## config.mk

```make
export PLATFORM = sky130hd
export DESIGN_NAME = eoi_coalesce_tracker
export DESIGN_NICKNAME = d
export VERILOG_FILES = /design/src/rtl/eoi_trk_pkg.sv /design/src/rtl/eoi_trk_map.sv /design/src/rtl/eoi_trk_count.sv /design/src/rtl/eoi_coalesce_tracker.sv
export SDC_FILE = /design/constraint.sdc
export NUM_CORES = 1
export LEC_CHECK = 0
export ABC_CLOCK_PERIOD_IN_PS = 13530
export BUFFER_PORTS_ARGS = -buffer_cell sky130_fd_sc_hd__buf_4
export CAP_MARGIN = 20
export CORE_MARGIN = 1
export CORE_UTILIZATION = 35
export CTS_CLUSTER_DIAMETER = 60
export DETAILED_ROUTE_END_ITERATION = 8
export PLACE_DENSITY_LB_ADDON = 0.1
export REMOVE_ABC_BUFFERS = 1
export SLEW_MARGIN = 40
export SYNTH_ARGS = -nofsm -noshare
export SYNTH_HDL_FRONTEND = slang
export SYNTH_SLANG_ARGS = --single-unit
```

## constraint.sdc

```tcl
create_clock -name clk_i -period 13.53 [get_ports clk_i]
set_input_delay 2.706 -clock clk_i [delete_from_list [all_inputs] [get_ports clk_i]]
set_output_delay 2.706 -clock clk_i [all_outputs]
set_load 0.05 [all_outputs]
```

## src/rtl/eoi_trk_pkg.sv

```systemverilog
package eoi_trk_pkg;
  typedef enum logic [2:0] {
    MOP_IDLE,
    MOP_WIPE,
    MOP_LOAD,
    MOP_SET,
    MOP_CLR
  } map_op_e;

  typedef enum logic [2:0] {
    COP_HOLD,
    COP_ZERO,
    COP_LOAD,
    COP_INC,
    COP_DEC
  } cnt_op_e;
endpackage

```

## src/rtl/eoi_trk_map.sv

```systemverilog
module eoi_trk_map
  import eoi_trk_pkg::*;
#(
  parameter int NUM_CPU = 8,
  parameter int VEC_W   = 8,
  parameter int CPU_W   = 3
) (
  input  logic                            clk_i,
  input  logic                            rst_ni,
  input  map_op_e                         op_i,
  input  logic [CPU_W-1:0]                cpu_i,
  input  logic [VEC_W-1:0]                vec_i,
  input  logic [NUM_CPU-1:0]              bits_i,
  output logic [NUM_CPU-1:0]              pend_o,
  output logic [NUM_CPU-1:0][VEC_W-1:0]   vec_o
);
  // One slot per CPU: a pending bit plus the vector recorded when it was set.
  for (genvar g = 0; g < NUM_CPU; g++) begin : g_slot
    logic hit;
    assign hit = (cpu_i == CPU_W'(g));

    always_ff @(posedge clk_i or negedge rst_ni) begin
      if (!rst_ni) begin
        pend_o[g] <= 1'b0;
        vec_o[g]  <= '0;
      end else begin
        unique case (op_i)
          MOP_WIPE: pend_o[g] <= 1'b0;
          MOP_LOAD: begin
            pend_o[g] <= bits_i[g];
            if (bits_i[g]) vec_o[g] <= vec_i;
          end
          MOP_SET: if (hit) begin
            pend_o[g] <= 1'b1;
            vec_o[g]  <= vec_i;
          end
          MOP_CLR: if (hit) pend_o[g] <= 1'b0;
          default: ;
        endcase
      end
    end
  end
endmodule

```

## src/rtl/eoi_trk_count.sv

```systemverilog
module eoi_trk_count
  import eoi_trk_pkg::*;
#(
  parameter int NUM_CPU = 8,
  parameter int CNT_W   = 4
) (
  input  logic             clk_i,
  input  logic             rst_ni,
  input  cnt_op_e          op_i,
  input  logic [CNT_W-1:0] val_i,
  output logic [CNT_W-1:0] cnt_o
);
  always_ff @(posedge clk_i or negedge rst_ni) begin
    if (!rst_ni) begin
      cnt_o <= '0;
    end else begin
      unique case (op_i)
        COP_ZERO: cnt_o <= '0;
        COP_LOAD: cnt_o <= val_i;
        COP_INC:  cnt_o <= cnt_o + 1'b1;
        COP_DEC:  cnt_o <= cnt_o - 1'b1;
        default:  ;
      endcase
    end
  end

  // The control never steps the counter out of 0..NUM_CPU.
  p_no_underflow_r8: assert property (@(posedge clk_i) disable iff (!rst_ni)
    (op_i == COP_DEC) |-> (cnt_o != '0));
  p_no_overflow_r7: assert property (@(posedge clk_i) disable iff (!rst_ni)
    (op_i == COP_INC) |-> (32'(cnt_o) < NUM_CPU));
endmodule

```

## src/rtl/eoi_coalesce_tracker.sv

```systemverilog
module eoi_coalesce_tracker
  import eoi_trk_pkg::*;
#(
  parameter int NUM_CPU = 8,
  parameter int VEC_W   = 8,
  parameter int CPU_W   = (NUM_CPU > 1) ? $clog2(NUM_CPU) : 1
) (
  input  logic                 clk_i,
  input  logic                 rst_ni,
  input  logic                 reload_i,
  input  logic                 query_i,
  output logic                 coalesced_o,
  output logic                 grant_o,
  input  logic                 dlv_valid_i,
  output logic                 dlv_ready_o,
  input  logic [NUM_CPU-1:0]   dlv_map_i,
  input  logic [VEC_W-1:0]     dlv_vec_i,
  input  logic                 dlv_fail_i,
  input  logic                 eoi_valid_i,
  input  logic [CPU_W-1:0]     eoi_cpu_i,
  input  logic [VEC_W-1:0]     eoi_vec_i,
  input  logic                 sync_valid_i,
  input  logic [CPU_W-1:0]     sync_cpu_i,
  input  logic                 sync_pend_i,
  input  logic [VEC_W-1:0]     sync_vec_i,
  input  logic [NUM_CPU-1:0]   rb_pend_i
);
  localparam int CNT_W = $clog2(NUM_CPU + 1);
  localparam int SLOTS = 1 << CPU_W;

  logic [NUM_CPU-1:0]            pend_map;
  logic [NUM_CPU-1:0][VEC_W-1:0] vec_tab;
  logic [CNT_W-1:0]              cnt;

  // Index space padded to a power of two; missing CPUs read as never pending.
  logic [SLOTS-1:0]              map_pad;
  logic [SLOTS-1:0][VEC_W-1:0]   vec_pad;
  for (genvar s = 0; s < SLOTS; s++) begin : g_pad
    if (s < NUM_CPU) begin : g_real
      assign map_pad[s] = pend_map[s];
      assign vec_pad[s] = vec_tab[s];
    end else begin : g_none
      assign map_pad[s] = 1'b0;
      assign vec_pad[s] = '0;
    end
  end

  logic cnt_zero, dlv_acc, sync_chg, eoi_hit;
  assign cnt_zero    = (cnt == '0);
  assign dlv_ready_o = cnt_zero && !reload_i;
  assign dlv_acc     = dlv_valid_i && dlv_ready_o;
  assign sync_chg    = sync_valid_i && (map_pad[sync_cpu_i] != sync_pend_i)
                       && (sync_pend_i || map_pad[sync_cpu_i]);
  assign eoi_hit     = eoi_valid_i && map_pad[eoi_cpu_i]
                       && (vec_pad[eoi_cpu_i] == eoi_vec_i);

  assign coalesced_o = query_i && !cnt_zero;
  assign grant_o     = query_i && cnt_zero;

  map_op_e             mop;
  cnt_op_e             cop;
  logic [CPU_W-1:0]    m_cpu;
  logic [VEC_W-1:0]    m_vec;
  logic [NUM_CPU-1:0]  m_bits;
  logic [CNT_W-1:0]    c_val;

  always_comb begin
    mop    = MOP_IDLE;
    cop    = COP_HOLD;
    m_cpu  = sync_cpu_i;
    m_vec  = sync_vec_i;
    m_bits = dlv_map_i;
    if (reload_i) begin
      mop = MOP_WIPE;
      cop = COP_ZERO;
    end else if (dlv_acc) begin
      mop   = MOP_LOAD;
      m_vec = dlv_vec_i;
      cop   = dlv_fail_i ? COP_ZERO : COP_LOAD;
    end else if (sync_chg) begin
      if (sync_pend_i) begin
        mop = MOP_SET;
        cop = COP_INC;
      end else if (cnt_zero) begin
        mop    = MOP_LOAD;
        m_bits = rb_pend_i;
        cop    = COP_LOAD;
      end else begin
        mop = MOP_CLR;
        cop = COP_DEC;
      end
    end else if (eoi_hit) begin
      m_cpu = eoi_cpu_i;
      m_vec = eoi_vec_i;
      if (cnt_zero) begin
        mop    = MOP_LOAD;
        m_bits = rb_pend_i;
        cop    = COP_LOAD;
      end else begin
        mop = MOP_CLR;
        cop = COP_DEC;
      end
    end
    c_val = CNT_W'($countones(m_bits));
  end

  eoi_trk_map #(.NUM_CPU(NUM_CPU), .VEC_W(VEC_W), .CPU_W(CPU_W)) map_i (
    .clk_i  (clk_i),
    .rst_ni (rst_ni),
    .op_i   (mop),
    .cpu_i  (m_cpu),
    .vec_i  (m_vec),
    .bits_i (m_bits),
    .pend_o (pend_map),
    .vec_o  (vec_tab)
  );

  eoi_trk_count #(.NUM_CPU(NUM_CPU), .CNT_W(CNT_W)) cnt_i (
    .clk_i  (clk_i),
    .rst_ni (rst_ni),
    .op_i   (cop),
    .val_i  (c_val),
    .cnt_o  (cnt)
  );

  // a coalesced report and an open delivery port never coincide.
  p_coal_blocks_r1: assert property (@(posedge clk_i) disable iff (!rst_ni)
    coalesced_o |-> !dlv_ready_o);

  // a good delivery leaves the count equal to the map's population.
  p_dlv_load_r3: assert property (@(posedge clk_i) disable iff (!rst_ni)
    (dlv_acc && !dlv_fail_i && !reload_i)
      |=> (cnt == $past(CNT_W'($countones(dlv_map_i)))));

  // a matching EOI retires exactly one entry.
  p_eoi_retire_r4: assert property (@(posedge clk_i) disable iff (!rst_ni)
    (eoi_hit && !cnt_zero && !reload_i && !dlv_acc && !sync_chg)
      |=> (cnt == $past(cnt) - 1'b1)
          && ($countones(pend_map) == $countones($past(pend_map)) - 1));

  // a non-matching EOI alone touches nothing.
  p_eoi_miss_r5: assert property (@(posedge clk_i) disable iff (!rst_ni)
    (eoi_valid_i && !eoi_hit && !reload_i && !dlv_acc && !sync_valid_i)
      |=> ($stable(cnt) && $stable(pend_map)));

  // reload empties the tracker.
  p_reload_clear_r6: assert property (@(posedge clk_i) disable iff (!rst_ni)
    reload_i |=> (cnt == '0) && (pend_map == '0));

  // a resync that matches the current bit changes nothing.
  p_sync_same_r7: assert property (@(posedge clk_i) disable iff (!rst_ni)
    (sync_valid_i && !sync_chg && !reload_i && !dlv_acc && !eoi_valid_i)
      |=> ($stable(cnt) && $stable(pend_map)));
endmodule

```

==> results.txt, run 1 <==
----------------------------------------------------
[Logic synthesis]
  Cells after synthesis ... between 400 and 500
  Share of Yosys cell area claimed by the top area cell type ... 0.367
  Synth warn ... 0
  Distinct cell type count after synthesis ... between 70 and 80
  Area leader, netlist ... sky130_fd_sc_hd__dfrtp_1
  Fraction of synthesis flops using an asynchronous set or reset pin ... 1.00
  Cell types with the largest area share after synthesis ... sky130_fd_sc_hd__dfrtp_1 37%, sky130_fd_sc_hd__mux2_2 7.2%, sky130_fd_sc_hd__mux2i_1 5.4%
  Synth Area per Inst ... about 12 um^2
  EDFF count, synth ... 0
  Count of state elements after synthesis ... 76
  Most numerous cell types in the synthesized netlist ... 76 x sky130_fd_sc_hd__dfrtp_1, 33 x sky130_fd_sc_hd__mux2_2, 28 x sky130_fd_sc_hd__mux2i_1, 21 x sky130_fd_sc_hd__nor2_1, 20 x sky130_fd_sc_hd__o21ai_0
  Top_reg_cell synth ... sky130_fd_sc_hd__dfrtp_1
  Most numerous cell in the Yosys netlist ... sky130_fd_sc_hd__dfrtp_1
  Mapped Area ... 0.00519 mm^2
  Part of the Yosys area used for sequential elements ... 0.367

[Placed design]
  IO Port Bufs ... between 50 and 60
  Final RePlAce weighted congestion ... around 0.87
  DP Wirelength ... approximately 11,000 um
  Number of placed cells counting well taps ... 670

[Timing]
  Total negative slack for setup checks ... 0 ps
  Final Max Slew Viols ... 0
  Setup violation total in the final timing report ... 0
  Maximum frequency from static timing analysis ... between 100 and 150 MHz
  Final period utilization ... 0.623
  Shortest clock period the worst path allows after layout ... 8420 ps
  Worst Skew ... 9.70 ps
  Unrepaired setup endpoints after global routing ... no
  Tightest slew margin relative to the limit ... 0.438
  Tightest Pin Transition ... around 840 ps
  Final-report hold violation count ... 0

[Clocking]
  Hold-fix buffers at CTS ... 0
  Bufs on Longest Clock Path ... 2
  CTS root buf ... sky130_fd_sc_hd__clkbuf_16
  Number of buffers added for setup after CTS ... 0
  CTS tree ... built
  Clock transition time at the flip-flop clock pins of the worst setup and hold paths ... around 60 ps
  Total number of clock tree sinks ... 76
  TritonCTS buffer count ... 9
  Clock latency reported for the late side of the worst-skew pair ... 350 ps
  H-tree level count ... 3
  Count of cells resized by post-cts repair ... 0

[Critical path]
  Family of cells with the greatest summed delay on the critical path ... adder cells
  Largest driver fanout on the critical path ... 14
  Number of cell instances on the worst register-to-register path ... 20
  Stage delay of the slowest cell on the critical path ... between 600 and 700 ps
  Crit. End Element ... flip-flop
  Reg-to-reg setup timing slack ... 7250 ps
  Slowest cell on the critical path ... sky130_fd_sc_hd__a211oi_4
  End of the worst register-to-register path ... cnt_i.cnt_o[2]
  Critical path type ... input port to flip-flop
  Critical path, cell by cell ... buf_4, mux4_2, mux2i_1, ha_1, and3b_1, a211oi_4, nand2_1, nor4_2, or4b_1, nand3_1, nand2_1, fa_1, fa_1, inv_1, fa_1, inv_1, ha_1, fa_1, xor2_1, a221oi_1, nor2_1
  Required arrival time at the worst endpoint ... between 10,000 and 15,000 ps
  Buf/Inv on CP ... 3
  Worst flop-to-flop path startpoint ... map_i.pend_o[4]
  Critical path launch point type ... input port
  Worst Path Arrival ... 8640 ps
  Worst path most repeated cell ... sky130_fd_sc_hd__fa_1

[Outcome]
  Outcome ... completed

[Route]
  Wire length reported by the detailed router ... around 16,000 um
  Drt first pass iters ... 5
  Via count ... 3,868
  Initial DRC Count ... 243
  Antenna viol nets, final ... 0
  Wire length per cell after detailed routing ... ~23 um
  DRC violations left ... 0
  Via/cell ratio ... ~5.6

[Min path]
  Worst Min Path Start ... map_i.vec_o[1]
  Hold-critical path depth ... 1
  Classification of the worst-slack hold path ... flip-flop to flip-flop
  Destination of the worst hold path ... map_i.vec_o[1]

[Global routing]
  Initial antenna violation count ... 0
  Vias in the first global route ... approximately 4,000
  Global-route wire length before repair ... approximately 24,000 um
  Largest net degree at the start of global routing ... 77
  GRT Resource Usage Total ... 0.220
  Total overflow reported by the global router ... 0

[Die]
  Std-Cell Core Area ... ~0.014 mm^2
  I/O pin cnt ... 58
  Floorplan row count ... 44
  Total Die Area ... between 0.015 and 0.02 mm^2
  Width of the chip ... between 100 and 150 um
  Effective utilization at floorplan ... 0.358
  Vertical extent of the die ... 124 um

[Layout]
  Final antenna diode count ... 0
  Area growth from synthesis to layout ... 16.6%
  Final Instance Count excl. Fillers ... between 600 and 700
  Number of inserted filler cells in the final layout ... 1,373
  Net total in the final layout ... about 560
  Share of cells above drive strength 1 ... 0.357

[Power]
  Leak pwr ... 2.51 nW
  Total power density per cell area ... approximately 180 mW/mm^2
  Max IR drop VDD ... between 60 and 70 uV

[Run]
  Max-cap violations ... 0

----------------------------------------------------
[where the power goes]
group	leakage, nW	total [mW]	switching (mW)	internal, mW
clock	0.127	0.232	0.0984	0.133
combinational	1.51	0.481	0.249	0.232
sequential	0.869	0.388	0.0565	0.331
total	2.51	1.10	0.404	0.696
[per-layer routing]
layer | track usage | up-vias | share of wire
li1 | - | 1793 | -
met1 | 0.298 | 1941 | 0.45
met2 | 0.336 | 115 | 0.46
met3 | 0.0545 | 19 | 0.065
met4 | 0.0836 | 0 | 0.019
met5 | 0 | - | 0
[layout make-up]
cell class,instances,area (um^2),share of cell area
flip-flops and latches,76,1900,0.314
clock buffers,12,256,0.0424
well taps,184,230,0.0381
repair buffers,60,459,0.0759
clock inverters,3,22.5,0.00372
multi-input cells,334,3120,0.516
inverters,16,60.1,0.00993
[cell usage in the layout (no fill, tap or decap), drive strengths merged, types with 3 or more instances in the layout]
master,instances
clkbuf,12
nand3,16
mux2i,31
o211ai,4
mux2,65
buf,60
mux4,10
nand2b,9
a21oi,13
xnor2,4
nand4,3
nor4,5
a211oi,5
ha,6
and2,6
clkinvlp,3
dfrtp,76
nor2,23
xor2,4
a22oi,17
o31ai,4
fa,5
nor2b,4
nand3b,3
o21ai,25
a311o,3
a31o,7
inv,16
nand2,19
a31oi,6
and3,8
[through the flow]
step           power [mW]  setup slack, ps  utilization  instance area, um^2  hold slack (ps)
3_5_place_dp        0.872             4770        0.398                 5760              481
3_3_place_gp        0.858             4730        0.395                 5720              473
2_1_floorplan       0.726             5020            -                 5050              459
5_1_grt              1.17             4810        0.418                 6050              511
6_report             1.10             5110        0.418                 6050              491
4_1_cts              1.11             5090        0.417                 6030              495
[worst max path at each step]
stage | startpoint | cells after the start | slack, ps | endpoint
after floorplan | sync_cpu_i[0] | 20 | 5020 | cnt_i.cnt_o[2]
after global placement | sync_cpu_i[0] | 21 | 4730 | cnt_i.cnt_o[2]
after detailed placement | sync_cpu_i[0] | 21 | 4770 | cnt_i.cnt_o[2]
after CTS | sync_cpu_i[0] | 21 | 5090 | cnt_i.cnt_o[2]
after global routing | sync_cpu_i[0] | 21 | 4810 | cnt_i.cnt_o[2]
final | sync_cpu_i[0] | 21 | 5110 | cnt_i.cnt_o[2]
[state kept, by name, summed over array words and instances, names as in the netlist]
name / cells
map_i.vec_o: 64
cnt_i.cnt_o: 4
map_i.pend_o: 8
[kinds of logic (layout without fill, tap and decap cells)]
| group | count (synthesis) | count (layout) | synth area share |
|---|---|---|---|
| buf+inv | 37 | 91 | 0.0386 |
| flops | 76 | 76 | 0.367 |
| compound gates | 101 | 101 | 0.151 |
| fa+ha+maj | 11 | 11 | 0.0338 |
| xor+xnor | 8 | 8 | 0.0135 |
| mux | 106 | 106 | 0.262 |
| simple gates | 108 | 108 | 0.135 |
No activity file was read; power rests on OpenSTA's default activity.
==> inputs of run 2 (changes only) <==
Settings changed: ABC_AREA from default to 1, ABC_CLOCK_PERIOD_IN_PS 13530 to 6900.
Clock period 13.53 ns to 6.9 ns, I/O delays scaled along.
==> run 2 against run 1 <==
Net effect: clock power grew 120%; global-route usage increased by 1.4 points; clock skew is 0.65 ps lower; critical path type unchanged; combinational power is 110% higher; critical path depth increased by 4; worst hold slack got worse by 24 ps; largest power group unchanged; setup slack got worse by 4100 ps; die area grew 9.9%; clock-buffer cell count decreased by 3.
==> results.txt, run 2 <==
----------------------------------------------------
[Outcome]
  Outcome ... completed

[Route]
  Antenna viol nets, final ... 0
  Via count ... between 5,000 and 6,000
  Initial DRC Count ... approximately 420
  Drt first pass iters ... 5
  DRC violations left ... 0
  Via/cell ratio ... 4.91
  Wire length reported by the detailed router ... roughly 18,000 um
  Wire length per cell after detailed routing ... 16.4 um

[Clocking]
  Bufs on Longest Clock Path ... 2
  Clock latency reported for the late side of the worst-skew pair ... 350 ps
  Count of cells resized by post-cts repair ... 0
  CTS root buf ... sky130_fd_sc_hd__clkbuf_16
  Hold-fix buffers at CTS ... 0
  Total number of clock tree sinks ... 76
  CTS tree ... built
  H-tree level count ... 3
  Number of buffers added for setup after CTS ... 0
  Clock transition time at the flip-flop clock pins of the worst setup and hold paths ... 60 ps
  TritonCTS buffer count ... 9

[Global routing]
  Vias in the first global route ... roughly 5,300
  Largest net degree at the start of global routing ... 56
  Total overflow reported by the global router ... 0
  Global-route wire length before repair ... roughly 29,000 um
  GRT Resource Usage Total ... 0.233
  Initial antenna violation count ... 0

[Die]
  Std-Cell Core Area ... around 0.016 mm^2
  Floorplan row count ... 46
  Total Die Area ... roughly 0.017 mm^2
  Vertical extent of the die ... around 130 um
  Width of the chip ... roughly 130 um
  I/O pin cnt ... 58
  Effective utilization at floorplan ... 0.359

[Placed design]
  Final RePlAce weighted congestion ... 0.868
  Worst slack after detailed placement ... approximately 700 ps
  DP Wirelength ... about 14,000 um
  IO Port Bufs ... 57

[Timing]
  Final Max Slew Viols ... 0
  Final period utilization ... 0.851
  Unrepaired setup endpoints after global routing ... no
  Shortest clock period the worst path allows after layout ... 5870 ps
  Setup ws final ... ~1000 ps
  Tightest slew margin relative to the limit ... 0.431
  Final-report hold violation count ... 0
  Tightest Pin Transition ... around 850 ps
  Maximum frequency from static timing analysis ... approximately 170 MHz
  Worst Skew ... just over 9 ps
  Total negative slack for setup checks ... 0 ps
  Setup violation total in the final timing report ... 0

[Layout]
  Final antenna diode count ... 0
  Share of cells above drive strength 1 ... 0.168
  Largest registers ranked by flip-flop count ... map_i.vec_o x64, map_i.pend_o x8, cnt_i.cnt_o x4
  Area growth from synthesis to layout ... 16.1%
  Number of flip-flops in the largest register ... 64
  Net total in the final layout ... between 900 and 1,000
  Finished Core Util ... 0.417
  Leading cell types in the layout, fill and taps excluded ... 337 x sky130_fd_sc_hd__nand2_1, 139 x sky130_fd_sc_hd__nand3_1, 93 x sky130_fd_sc_hd__inv_1
  Most flops, register ... map_i.vec_o
  Most common cell after layout, fill and taps aside ... sky130_fd_sc_hd__nand2_1

[Critical path]
  Slowest cell on the critical path ... sky130_fd_sc_hd__nor2_1
  Largest driver fanout on the critical path ... 9
  Crit. End Element ... flip-flop
  Required arrival time at the worst endpoint ... 7120 ps
  Count of cell instances traversed by the critical path ... 25
  Worst Path Arrival ... roughly 6100 ps
  Worst path most repeated cell ... sky130_fd_sc_hd__nand2_1
  Stage delay of the slowest cell on the critical path ... 500 ps
  Family of cells with the greatest summed delay on the critical path ... adder cells
  Number of cell instances on the worst register-to-register path ... 25
  Critical path launch point type ... input port
  Critical path type ... input port to flip-flop
  Buf/Inv on CP ... 5

[Logic synthesis]
  Count of state elements after synthesis ... 76
  Cell types with the largest area share after synthesis ... sky130_fd_sc_hd__dfrtp_1 33%, sky130_fd_sc_hd__nand2_1 22%, sky130_fd_sc_hd__nand3_1 12%
  Fraction of synthesis flops using an asynchronous set or reset pin ... 1.00
  Share of Yosys cell area claimed by the top area cell type ... 0.333
  Synth Area per Inst ... around 6.7 um^2
  Part of the Yosys area used for sequential elements ... 0.333
  Cells after synthesis ... roughly 850
  EDFF count, synth ... 0
  Area leader, netlist ... sky130_fd_sc_hd__dfrtp_1
  Mapped Area ... 0.00571 mm^2
  Most numerous cell in the Yosys netlist ... sky130_fd_sc_hd__nand2_1
  Synth warn ... 0
  Most numerous cell types in the synthesized netlist ... 337 x sky130_fd_sc_hd__nand2_1, 139 x sky130_fd_sc_hd__nand3_1, 93 x sky130_fd_sc_hd__inv_1, 76 x sky130_fd_sc_hd__dfrtp_1, 39 x sky130_fd_sc_hd__nor2_1
  Top_reg_cell synth ... sky130_fd_sc_hd__dfrtp_1
  Distinct cell type count after synthesis ... 40

[Power]
  Leak pwr ... between 3 and 4 nW
  Max IR drop VDD ... ~210 uV
  Total power density per cell area ... approximately 350 mW/mm^2

[Min path]
  Hold-critical path depth ... 2
  Classification of the worst-slack hold path ... flip-flop to flip-flop

[Run]
  Max-cap violations ... 0

----------------------------------------------------
## run 2: cell types whose count changed in the layout (fill, tap and decap cells not counted), sizes merged, moves of 7 or more
| cell | delta |
|---|---|
| mux2i | -31 |
| mux4 | -10 |
| nor2 | +26 |
| nand3 | +127 |
| inv | +87 |
| nand2b | -9 |
| nand2 | +353 |
| a31o | -7 |
| a22oi | -13 |
| mux2 | -65 |
| and3 | -8 |
## run 2: kinds of logic after synthesis
logic type	Yosys count	synth area share
fa+ha+maj	11	0.0307
simple gates	581	0.467
flops	76	0.333
xor+xnor	3	0.00460
compound gates	56	0.0693
buf+inv	126	0.0956
## run 2: worst register-to-register path: stages (launching register included)
cell	delay (ps)
sky130_fd_sc_hd__dfrtp_1	340
sky130_fd_sc_hd__inv_1	60
sky130_fd_sc_hd__a21oi_1	110
sky130_fd_sc_hd__o21ai_0	90
sky130_fd_sc_hd__o21ai_0	80
sky130_fd_sc_hd__o21ai_0	100
sky130_fd_sc_hd__ha_1	280
sky130_fd_sc_hd__nand2_1	50
sky130_fd_sc_hd__nor2_1	270
sky130_fd_sc_hd__inv_1	140
sky130_fd_sc_hd__nor2_1	500
sky130_fd_sc_hd__a221oi_1	190
sky130_fd_sc_hd__nand2_1	100
sky130_fd_sc_hd__nand2_1	50
sky130_fd_sc_hd__nand2_1	140
sky130_fd_sc_hd__inv_1	80
sky130_fd_sc_hd__fa_1	450
sky130_fd_sc_hd__fa_1	480
sky130_fd_sc_hd__inv_1	50
sky130_fd_sc_hd__fa_1	500
sky130_fd_sc_hd__inv_1	50
sky130_fd_sc_hd__ha_1	200
sky130_fd_sc_hd__fa_1	380
sky130_fd_sc_hd__xor2_1	150
sky130_fd_sc_hd__nand2_1	70
sky130_fd_sc_hd__o211ai_1	90
## run 2: where the power goes
| group | switching, mW | internal, mW | total [mW] |
|---|---|---|---|
| logic | 0.682 | 0.343 | 1.02 |
| clock network | 0.193 | 0.315 | 0.508 |
| registers | 0.122 | 0.644 | 0.766 |
| total | 0.996 | 1.30 | 2.30 |
## run 2: path summary, 6_finish.rpt
path / start / slack [ps] / endpoint
hold reg to reg: map_i.vec_o[59] / 470 / map_i.vec_o[59]
hold / removal: map_i.vec_o[59] / 470 / map_i.vec_o[59]
min in group asynchronous: rst_ni / 940 / cnt_i.cnt_o[1]
max in group asynchronous: rst_ni / 4930 / map_i.vec_o[1]
setup reg to reg: map_i.pend_o[1] / 1830 / cnt_i.cnt_o[2]
setup / recovery: sync_cpu_i[0] / 1030 / cnt_i.cnt_o[2]
## run 2: metal layers
layer | global-route usage | wire length, um | vias up
met5 | 0 | 0 | -
met4 | 0.0882 | 425 | 0
met3 | 0.0316 | 748 | 27
met2 | 0.357 | 8180 | 135
met1 | 0.334 | 9120 | 2548
li1 | - | - | 2819
## run 2: through the flow
stage          instance area (um^2)  cells  total power, mW  hold slack [ps]
4_1_cts                        6630   1127             2.31              473
5_1_grt                        6630   1127             2.49              487
2_1_floorplan                  5560    832             1.46              441
3_5_place_dp                   6310   1111             1.79              458
6_report                       6630   1127             2.30              468
3_3_place_gp                   6300   1111             1.80              454
## run 2: final cells by class
cell class | instances | area, um^2
fill | 1751 | 9260
multi-input combinational | 651 | 3270
sequential | 76 | 1900
timing repair buffer | 63 | 473
inverter | 105 | 399
tap | 216 | 270
clock buffer | 9 | 225
clock inverter | 7 | 91.3
==> inputs of run 3 (changes only) <==
Settings changed: MAX_ROUTING_LAYER from default to met4.
==> run 3 against run 2 <==
Net effect: clock skew barely moved; setup slack improved by 20 ps; register-to-register slack barely moved; via count rose by 0.24%; power fell by 0.14%; sequential power barely moved; utilization did not move.
==> results.txt, run 3 (same netlist as run 2, synthesis figures left out) <==
----------------------------------------------------
[Timing]
  Final-report hold violation count ... 0
  Setup violation total in the final timing report ... 0
  Unrepaired setup endpoints after global routing ... no
  Final Max Slew Viols ... 0
  Tightest slew margin relative to the limit ... 0.420
  Total negative slack for setup checks ... 0 ps
  Tightest Pin Transition ... between 800 and 900 ps
  Worst Skew ... 9.15 ps
  Maximum frequency from static timing analysis ... 171 MHz
  Shortest clock period the worst path allows after layout ... between 5000 and 6000 ps
  Final period utilization ... 0.848

[Die]
  Vertical extent of the die ... 130 um
  Std-Cell Core Area ... around 0.016 mm^2
  Floorplan row count ... 46
  I/O pin cnt ... 58
  Effective utilization at floorplan ... 0.359
  Width of the chip ... between 100 and 150 um
  Total Die Area ... between 0.015 and 0.02 mm^2

[Critical path]
  Slowest cell on the critical path ... sky130_fd_sc_hd__fa_1
  Worst flop-to-flop path startpoint ... map_i.pend_o[1]
  Worst path most repeated cell ... sky130_fd_sc_hd__nand2_1
  Critical path type ... input port to flip-flop
  Start point of the critical path ... sync_cpu_i[0]
  Reg-to-reg setup timing slack ... 1840 ps
  Critical path launch point type ... input port
  Family of cells with the greatest summed delay on the critical path ... adder cells
  Buf/Inv on CP ... 5
  Required arrival time at the worst endpoint ... between 7000 and 8000 ps
  Crit. End Element ... flip-flop
  Largest driver fanout on the critical path ... 9
  Worst Path Arrival ... 6080 ps
  Stage delay of the slowest cell on the critical path ... ~500 ps

[Layout]
  Final antenna diode count ... 0
  Finished Core Util ... 0.417
  Most common cell after layout, fill and taps aside ... sky130_fd_sc_hd__nand2_1
  Leading cell types in the layout, fill and taps excluded ... 337 x sky130_fd_sc_hd__nand2_1, 139 x sky130_fd_sc_hd__nand3_1, 93 x sky130_fd_sc_hd__inv_1
  Area growth from synthesis to layout ... 16.1%
  Most flops, register ... map_i.vec_o
  Net total in the final layout ... 972
  Largest registers ranked by flip-flop count ... map_i.vec_o x64, map_i.pend_o x8, cnt_i.cnt_o x4
  Number of flip-flops in the largest register ... 64
  Share of cells above drive strength 1 ... 0.168

[Run]
  Max-cap violations ... 0

[Min path]
  Worst Min Path Start ... map_i.vec_o[59]
  Classification of the worst-slack hold path ... flip-flop to flip-flop

[Power]
  Total power density per cell area ... 346 mW/mm^2
  Max IR drop VDD ... just over 200 uV
  Leak pwr ... about 3.6 nW

[Global routing]
  Global-route wire length before repair ... a little under 30,000 um
  Initial antenna violation count ... 0
  Largest net degree at the start of global routing ... 56
  GRT Resource Usage Total ... 0.241
  Vias in the first global route ... ~5,300
  Total overflow reported by the global router ... 0

[Clocking]
  Number of buffers added for setup after CTS ... 0
  Clock transition time at the flip-flop clock pins of the worst setup and hold paths ... 60 ps
  Hold-fix buffers at CTS ... 0
  H-tree level count ... 3
  Count of cells resized by post-cts repair ... 0
  Total number of clock tree sinks ... 76
  TritonCTS buffer count ... 9
  CTS tree ... built
  CTS root buf ... sky130_fd_sc_hd__clkbuf_16
  Clock latency reported for the late side of the worst-skew pair ... between 300 and 400 ps
  Bufs on Longest Clock Path ... 2

[Route]
  Initial DRC Count ... between 400 and 500
  Via/cell ratio ... roughly 4.9
  Wire length per cell after detailed routing ... between 15 and 20 um
  Drt first pass iters ... 5
  Wire length reported by the detailed router ... 18,500 um
  DRC violations left ... 0
  Antenna viol nets, final ... 0
  Via count ... around 5,500

[Placed design]
  DP Wirelength ... 13,500 um
  IO Port Bufs ... 57
  Final RePlAce weighted congestion ... between 0.8 and 0.9

[Outcome]
  Outcome ... completed

----------------------------------------------------
==> run 3: cell counts in the layout (fill, tap and decap cells not counted) <==
No cell type changed its count.
==> run 3: stage by stage <==
| step | instance area (um^2) | cells | hold slack [ps] | power (mW) | setup WS, ps |
|---|---|---|---|---|---|
| 2_1_floorplan | 5560 | 832 | 441 | 1.46 | 910 |
| 3_3_place_gp | 6300 | 1111 | 454 | 1.80 | 691 |
| 3_5_place_dp | 6310 | 1111 | 458 | 1.79 | 689 |
| 4_1_cts | 6630 | 1127 | 473 | 2.31 | 1070 |
| 5_1_grt | 6630 | 1127 | 487 | 2.49 | 584 |
| 6_report | 6630 | 1127 | 468 | 2.30 | 1050 |
==> run 3: final timing paths <==
check / to / cells past startpoint
min in group asynchronous: cnt_i.cnt_o[1] / 1
setup / recovery: cnt_i.cnt_o[2] / 25
hold / removal: map_i.vec_o[59] / 2
setup reg to reg: cnt_i.cnt_o[2] / 25
hold reg to reg: map_i.vec_o[59] / 2
max in group asynchronous: map_i.vec_o[1] / 2
==> run 3: layer usage <==
metal  vias to the layer above  GRT usage  part of all wire
met5                         -          -                 0
met4                         0     0.0882             0.025
met3                        30     0.0328             0.042
met2                       133      0.356              0.44
met1                      2562      0.335              0.49
li1                       2817          -                 -
==> run 3: final cells by class <==
class | count | area [um^2]
multi-input combinational | 651 | 3270
inverter | 105 | 399
clock buffer | 9 | 225
tap | 216 | 270
clock inverter | 7 | 91.3
sequential | 76 | 1900
fill | 1751 | 9260
timing repair buffer | 63 | 473
==> run 3: power breakdown <==
group / internal, mW / switching (mW)
logic: 0.343 / 0.679
clock network: 0.315 / 0.192
registers: 0.644 / 0.122
total: 1.30 / 0.993
==> run 3: worst reg2reg max path: stages, from the launching register on <==
cell and delay [ps]:
sky130_fd_sc_hd__dfrtp_1 340, sky130_fd_sc_hd__inv_1 60, sky130_fd_sc_hd__a21oi_1 110, sky130_fd_sc_hd__o21ai_0 90, sky130_fd_sc_hd__o21ai_0 80, sky130_fd_sc_hd__o21ai_0 100
sky130_fd_sc_hd__ha_1 280, sky130_fd_sc_hd__nand2_1 50, sky130_fd_sc_hd__nor2_1 260, sky130_fd_sc_hd__inv_1 140, sky130_fd_sc_hd__nor2_1 490, sky130_fd_sc_hd__a221oi_1 190
sky130_fd_sc_hd__nand2_1 100, sky130_fd_sc_hd__nand2_1 50, sky130_fd_sc_hd__nand2_1 140, sky130_fd_sc_hd__inv_1 80, sky130_fd_sc_hd__fa_1 450, sky130_fd_sc_hd__fa_1 480
sky130_fd_sc_hd__inv_1 50, sky130_fd_sc_hd__fa_1 500, sky130_fd_sc_hd__inv_1 50, sky130_fd_sc_hd__ha_1 200, sky130_fd_sc_hd__fa_1 380, sky130_fd_sc_hd__xor2_1 150
sky130_fd_sc_hd__nand2_1 70, sky130_fd_sc_hd__o211ai_1 90
